===== src/rtl/cc_pkg.sv =====
package cc_pkg;
  typedef enum logic [1:0] {
    CC_OFF     = 2'd0,
    CC_CAPTURE = 2'd1,
    CC_COMPARE = 2'd2,
    CC_RSVD    = 2'd3
  } cc_mode_e;

  typedef enum logic [1:0] {
    ACT_PULSE  = 2'd0,
    ACT_TOGGLE = 2'd1,
    ACT_CLEAR  = 2'd2,
    ACT_SET    = 2'd3
  } cc_act_e;

  typedef enum logic [1:0] {
    TRG_RISE  = 2'd0,
    TRG_FALL  = 2'd1,
    TRG_BOTH  = 2'd2,
    TRG_LEVEL = 2'd3
  } cc_trig_e;
endpackage


===== src/rtl/cc_trig_detect.sv =====
module cc_trig_detect import cc_pkg::*; #(
  parameter int NSEL = 8,
  localparam int SEL_W = $clog2(NSEL)
) (
  input  logic             clk,
  input  logic             rst_n,
  input  logic [NSEL-1:0]  lines,
  input  logic [SEL_W-1:0] sel,
  input  cc_trig_e         trig_mode,
  output logic             hit
);
  logic [NSEL-1:0] meta_q, sync_q;
  logic            prev_q, line_s;

  for (genvar i = 0; i < NSEL; i++) begin : g_sync
    always_ff @(posedge clk or negedge rst_n) begin
      if (!rst_n) begin
        meta_q[i] <= 1'b0;
        sync_q[i] <= 1'b0;
      end else begin
        meta_q[i] <= lines[i];
        sync_q[i] <= meta_q[i];
      end
    end
  end

  assign line_s = sync_q[sel];

  always_ff @(posedge clk or negedge rst_n) begin
    if (!rst_n) prev_q <= 1'b0;
    else        prev_q <= line_s;
  end

  always_comb begin
    unique case (trig_mode)
      TRG_RISE:  hit = line_s & ~prev_q;
      TRG_FALL:  hit = ~line_s & prev_q;
      TRG_BOTH:  hit = line_s ^ prev_q;
      default:   hit = line_s;
    endcase
  end
endmodule


===== src/rtl/cc_match.sv =====
module cc_match #(
  parameter int W     = 32,
  parameter int PRE_W = 15,
  localparam int CNT_LO = W - PRE_W,
  localparam int MASK_W = $clog2(W)
) (
  input  logic              clk,
  input  logic              rst_n,
  input  logic              arm,
  input  logic              base_sel,
  input  logic [MASK_W-1:0] mask_cnt,
  input  logic [W-1:0]      cnt,
  input  logic [PRE_W-1:0]  precnt,
  input  logic [W-1:0]      ref_val,
  output logic              fire
);
  logic [W-1:0] key, keep;
  logic         eq, eq_q, eq_d;

  always_comb begin
    key  = base_sel ? {cnt[CNT_LO-1:0], precnt} : cnt;
    keep = {W{1'b1}} >> mask_cnt;
    eq   = ((key ^ ref_val) & keep) == '0;
    eq_d = eq & arm;
    fire = eq_d & ~eq_q;
  end

  always_ff @(posedge clk or negedge rst_n) begin
    if (!rst_n) eq_q <= 1'b0;
    else        eq_q <= eq_d;
  end
endmodule


===== src/rtl/cc_pin_action.sv =====
module cc_pin_action import cc_pkg::*; (
  input  logic    clk,
  input  logic    rst_n,
  input  logic    fire,
  input  cc_act_e act,
  input  logic    tick,
  output logic    pin
);
  logic pin_q, pin_d, pend_q, pend_d;

  always_comb begin
    pin_d  = pin_q;
    pend_d = pend_q;
    if (fire) begin
      pend_d = (act == ACT_PULSE);
      unique case (act)
        ACT_PULSE:  pin_d = 1'b1;
        ACT_TOGGLE: pin_d = ~pin_q;
        ACT_CLEAR:  pin_d = 1'b0;
        default:    pin_d = 1'b1;
      endcase
    end else if (pend_q && tick) begin
      pin_d  = 1'b0;
      pend_d = 1'b0;
    end
  end

  always_ff @(posedge clk or negedge rst_n) begin
    if (!rst_n) begin
      pin_q  <= 1'b0;
      pend_q <= 1'b0;
    end else begin
      pin_q  <= pin_d;
      pend_q <= pend_d;
    end
  end

  assign pin = pin_q;
endmodule


===== src/rtl/cc_channel.sv =====
module cc_channel import cc_pkg::*; #(
  parameter int W     = 32,
  parameter int PRE_W = 15,
  parameter int NSEL  = 8,
  localparam int SEL_W  = $clog2(NSEL),
  localparam int MASK_W = $clog2(W)
) (
  input  logic              clk,
  input  logic              rst_n,
  input  logic              cfg_we,
  input  logic [1:0]        cfg_mode,
  input  logic [1:0]        cfg_action,
  input  logic [1:0]        cfg_trig,
  input  logic              cfg_base,
  input  logic [MASK_W-1:0] cfg_mask,
  input  logic [SEL_W-1:0]  cfg_sel,
  input  logic              val_we,
  input  logic [W-1:0]      val_wdata,
  input  logic              tick,
  input  logic [W-1:0]      cnt,
  input  logic [PRE_W-1:0]  precnt,
  input  logic [NSEL-1:0]   trig_in,
  output logic [W-1:0]      ccv_o,
  output logic              pin_o,
  output logic              evt_o
);
  cc_mode_e          mode_q, mode_d;
  cc_act_e           act_q, act_d;
  cc_trig_e          trig_q, trig_d;
  logic              base_q, base_d;
  logic [MASK_W-1:0] mask_q, mask_d;
  logic [SEL_W-1:0]  sel_q, sel_d;
  logic [W-1:0]      ccv_q, ccv_d;
  logic              evt_q, evt_d;
  logic              trig_hit, cap_fire, cmp_fire;

  cc_trig_detect #(.NSEL(NSEL)) u_trig (
    .clk(clk), .rst_n(rst_n), .lines(trig_in), .sel(sel_q),
    .trig_mode(trig_q), .hit(trig_hit)
  );

  cc_match #(.W(W), .PRE_W(PRE_W)) u_match (
    .clk(clk), .rst_n(rst_n), .arm(mode_q == CC_COMPARE),
    .base_sel(base_q), .mask_cnt(mask_q), .cnt(cnt), .precnt(precnt),
    .ref_val(ccv_q), .fire(cmp_fire)
  );

  cc_pin_action u_pin (
    .clk(clk), .rst_n(rst_n), .fire(cmp_fire), .act(act_q),
    .tick(tick), .pin(pin_o)
  );

  assign cap_fire = trig_hit & (mode_q == CC_CAPTURE);

  always_comb begin
    mode_d = mode_q;
    act_d  = act_q;
    trig_d = trig_q;
    base_d = base_q;
    mask_d = mask_q;
    sel_d  = sel_q;
    if (cfg_we) begin
      mode_d = cc_mode_e'(cfg_mode);
      act_d  = cc_act_e'(cfg_action);
      trig_d = cc_trig_e'(cfg_trig);
      base_d = cfg_base;
      mask_d = cfg_mask;
      sel_d  = cfg_sel;
    end
    ccv_d = ccv_q;
    if (val_we)        ccv_d = val_wdata;
    else if (cap_fire) ccv_d = cnt;
    evt_d = cap_fire | cmp_fire;
  end

  always_ff @(posedge clk or negedge rst_n) begin
    if (!rst_n) begin
      mode_q <= CC_OFF;
      act_q  <= ACT_PULSE;
      trig_q <= TRG_RISE;
      base_q <= 1'b0;
      mask_q <= '0;
      sel_q  <= '0;
      ccv_q  <= '0;
      evt_q  <= 1'b0;
    end else begin
      mode_q <= mode_d;
      act_q  <= act_d;
      trig_q <= trig_d;
      base_q <= base_d;
      mask_q <= mask_d;
      sel_q  <= sel_d;
      ccv_q  <= ccv_d;
      evt_q  <= evt_d;
    end
  end

  assign ccv_o = ccv_q;
  assign evt_o = evt_q;
endmodule


===== config.mk =====
export PLATFORM = sky130hd
export DESIGN_NAME = cc_channel
export DESIGN_NICKNAME = d
export VERILOG_FILES = /design/src/rtl/cc_pkg.sv /design/src/rtl/cc_trig_detect.sv /design/src/rtl/cc_match.sv /design/src/rtl/cc_pin_action.sv /design/src/rtl/cc_channel.sv
export SDC_FILE = /design/constraint.sdc
export NUM_CORES = 1
export LEC_CHECK = 0
export BUFFER_PORTS_ARGS = -buffer_cell sky130_fd_sc_hd__buf_2
export CAP_MARGIN = 20
export CORE_MARGIN = 4
export CORE_UTILIZATION = 45
export CTS_BUF_LIST = sky130_fd_sc_hd__clkbuf_16
export CTS_CLUSTER_SIZE = 30
export DETAILED_ROUTE_END_ITERATION = 10
export PLACE_DENSITY = 0.73
export SLEW_MARGIN = 20
export SYNTH_ARGS = -nofsm -noshare
export SYNTH_HDL_FRONTEND = slang
export SYNTH_SLANG_ARGS = --single-unit
export TNS_END_PERCENT = 30

===== constraint.sdc =====
create_clock -name clk -period 2.3 [get_ports clk]
set_input_delay 0.69 -clock clk [delete_from_list [all_inputs] [get_ports clk]]
set_output_delay 0.69 -clock clk [all_outputs]
set_load 0.01 [all_outputs]

==> metrics.md <==
| Metric | Value |
|---|---|
| Status | complete, but fails checks |
| Failing checks | negative setup slack |
| Synthesized cell area | 0.00383 mm^2 |
| Synth Flop Type | dfrtp_1 |
| Max Fclk | 0.390 GHz |
| Placement Cell Area | 0.00488 mm^2 |
| Max-cap violations | 0 |
| Hold buffers post-CTS | 0 |
| Final hold vios | 0 |
| CP Max Fanout | 16 |
| Cell family with most CP delay | multiplexers |
| GRT Util Overall | 0.235 |
| Dpl cells | 646 |
| Clock root buffer | clkbuf_16 |
| DRT iter0 DRCs | 259 |
| Slew Viols, Final | 0 |
| Core box area | 0.00826 mm^2 |
| Critical Path Start Type | register |
| CP Class | register to register |
| Yosys reg bits | 68 |
| Number of port buffers | 140 |
| Detailed-route via count | 3596 |
| Top cells by count, synth | a21oi_1 (78), dfrtp_1 (68), nand2_1 (48) |
| Top-count cell post-synth | a21oi_1 |
| CTS tree | done |
| Routed length per instance | 17.5 um |
| Sequential area share after synthesis | 0.444 |
| Cell count along the critical path | 10 |
| Post-Route WL | 11.6 mm |
| Final #Nets | 662 |
| Die Y | 100 um |
| FFs w/ async S/R, synth | 1.00 |
| P_leak | 0.00254 uW |
| Final cell area excluding filler cells | 0.00531 mm^2 |
| Clock Skews | 5.18 ps |
| Residual DRC count | 0 |
| Pin count of the biggest net entering global routing | 65 |
| Routability cong. | 0.902 |
| Grt ovf | 0 |
| Antenna violations before repair | 0 |
| Fillers | 691 |
| Vias in the first global route | 3640 |
| Die Span X | 100 um |
| Ant. Diodes | 0 |
| DRT antenna net count | 0 |
| Setup violations, final | 35 |
| H-tree depth | 3 |
| Reg2reg setup slack | -270 ps |
| CP Capture Type | register |
| Synth Instances | 395 |
| Worst slack, placed | -331 ps |
| Vias per std cell | 5.42 |
| CP peak stage delay | 540 ps |
| CTS Buf Count | 9 |
| Hold Path Depth | 0 |
| Non-filler cells, final | 663 |
| Synth warn | 0 |
| Top cell type's share of synthesized area | 0.444 |
| Top-level port count | 141 |
| Pwr per Cell Area | 765 mW/mm^2 |
| CP most frequent cell | a21oi_2 |
| Final setup margin | -267 ps |
| Crit-path cells | mux4_2, mux2i_2, inv_1, ha_2, mux2_2, o211a_1, and2_4, buf_12, a21oi_2, a21oi_2 |
| Peak supply drop | 0.381 mV |
| Post-DP HPWL | 8.43 mm |
| Area contributors post-synth | dfrtp_1 (44%), a21oi_1 (10%), mux2i_1 (9.7%) |
| Clock sinks | 68 |
| Die area | 0.0101 mm^2 |
| Worst EP required | 2520 ps |
| Avg Inst Size Synth | 9.70 um^2 |
| TritonRoute pass-1 iters | 5 |
| CP arrival | 2790 ps |
| Fraction of final layout cells sized beyond drive strength 1 | 0.412 |
| Register area | 0.00170 mm^2 |
| Relative slew slack | 0.606 |
| Syn nets | 504 |
| Cell accounting for the most synthesized area | dfrtp_1 |
| Final critical-path share of the clock period | 1.12 |
| Area of the multi-input gates | 0.00208 mm^2 |
| Initial Utilization | 0.464 |
| RSZ-0062 raised after global routing | true |
| Worst path slowest cell | mux4_2 |
| Worst-Skew Late Latency | 330 ps |
| Clock period minus worst slack | 2570 ps |
| R2R cell count | 10 |
| Crit path buffers/inverters | 2 |
| Hold Path Class | register to register |
| Area growth syn-to-layout | 38.6% |
| Worst-Margin Slew | 590 ps |
| Final Hold Slack | 348 ps |
| Final Core Density | 0.643 |
| Post-synth EDFFs | 0 |
| First-pass GRT wire length | 18.2 mm |
| Post-synthesis cell type count | 43 |
| Clock transition at the registers of the reported paths | 60 ps |
| Row count | 33 |
| Deepest clock path buffer count | 2 |
==> layout by cell type, fill, tap and decap left out, drive strengths merged, types with 2 or more instances in the layout <==
| cell | n |
|---|---|
| buf | 170 |
| a21oi | 78 |
| dfrtp | 68 |
| nand2 | 48 |
| mux2i | 37 |
| nor2b | 33 |
| xnor2 | 27 |
| mux2 | 12 |
| o21ai | 9 |
| clkbuf | 9 |
| inv | 9 |
| nor2 | 5 |
| a22oi | 4 |
| nand3 | 4 |
| nor3 | 3 |
| xor2 | 3 |
| o2111ai | 3 |
| clkinv | 3 |
| mux4 | 2 |
| a211oi | 2 |
| o211ai | 2 |
| nand2b | 2 |
| a31oi | 2 |
| a32oi | 2 |
| bufinv | 2 |
| nor4 | 2 |
| ha | 2 |
==> through the flow <==
step           setup TNS [ps]  total power, uW
2_1_floorplan           -6150             2060
3_3_place_gp            -5210             2490
4_1_cts                 -7540             4070
3_5_place_dp            -7920             2520
6_report                -7750             4060
5_1_grt                -12920             4260
==> path summary, 6_finish.rpt <==
check	start	to
worst max register to register	sel_q[2]$_DFFE_PN0P_	ccv_o[2]$_DFFE_PN0P_
worst max-delay path	sel_q[2]$_DFFE_PN0P_	ccv_o[2]$_DFFE_PN0P_
max in group asynchronous	rst_n	base_q$_DFFE_PN0P_
min in group asynchronous	rst_n	ccv_o[3]$_DFFE_PN0P_
worst min-delay path	u_trig.meta_q[4]$_DFF_PN0_	u_trig.sync_q[4]$_DFF_PN0_
worst min register to register	u_trig.meta_q[4]$_DFF_PN0_	u_trig.sync_q[4]$_DFF_PN0_
==> cell type report <==
| type | count | area share |
|---|---|---|
| clock buffer | 9 | 0.0424 |
| multi-input combinational | 296 | 0.391 |
| sequential | 68 | 0.321 |
| clock inverter | 7 | 0.0186 |
| inverter | 8 | 0.00565 |
| tap | 105 | 0.0247 |
| timing repair buffer | 170 | 0.197 |
==> state kept, by name, indices dropped and copies added, names as in the netlist <==
signal and flops:
u_pin.pin 1, base_q 1, u_trig.prev_q 1, sel_q 3
evt_o 1, u_pin.pend_q 1, mask_q 5, u_trig.meta_q 8
mode_q 2, u_trig.sync_q 8, u_match.eq_q 1, act_q 2
ccv_o 32, trig_q 2
==> metal layers <==
metal	GRT usage	vias up	part of all wire
li1	-	1702	-
met1	0.306	1729	0.41
met2	0.392	152	0.50
met3	0.0403	13	0.073
met4	0.0870	0	0.014
met5	0	-	0
==> timing repair <==
action                     4_1_cts  5_1_grt
setup buffers                    0        0
gates resized for setup          8       15
setup endpoints to repair       35       35
gates cloned                     1        0
pin swaps                        0       12
==> power breakdown <==
part | internal [uW] | switching [uW] | total (uW) | leakage (uW)
Combinational | 532 | 581 | 1110 | 0.00159
Sequential | 1320 | 127 | 1450 | 0.000791
Clock | 954 | 549 | 1500 | 0.000156
==> cell families after synthesis <==
kind of cell,after synthesis,share of synthesized area
AOI/OAI and AO/OA,109,0.161
muxes,51,0.145
xor gates and xnor gates,30,0.0686
adders and majority gates,2,0.00653
DFF,68,0.444
and+or+nand+nor,104,0.138
buffers and inverters,31,0.0369
No activity file was read; power rests on OpenSTA's default activity.
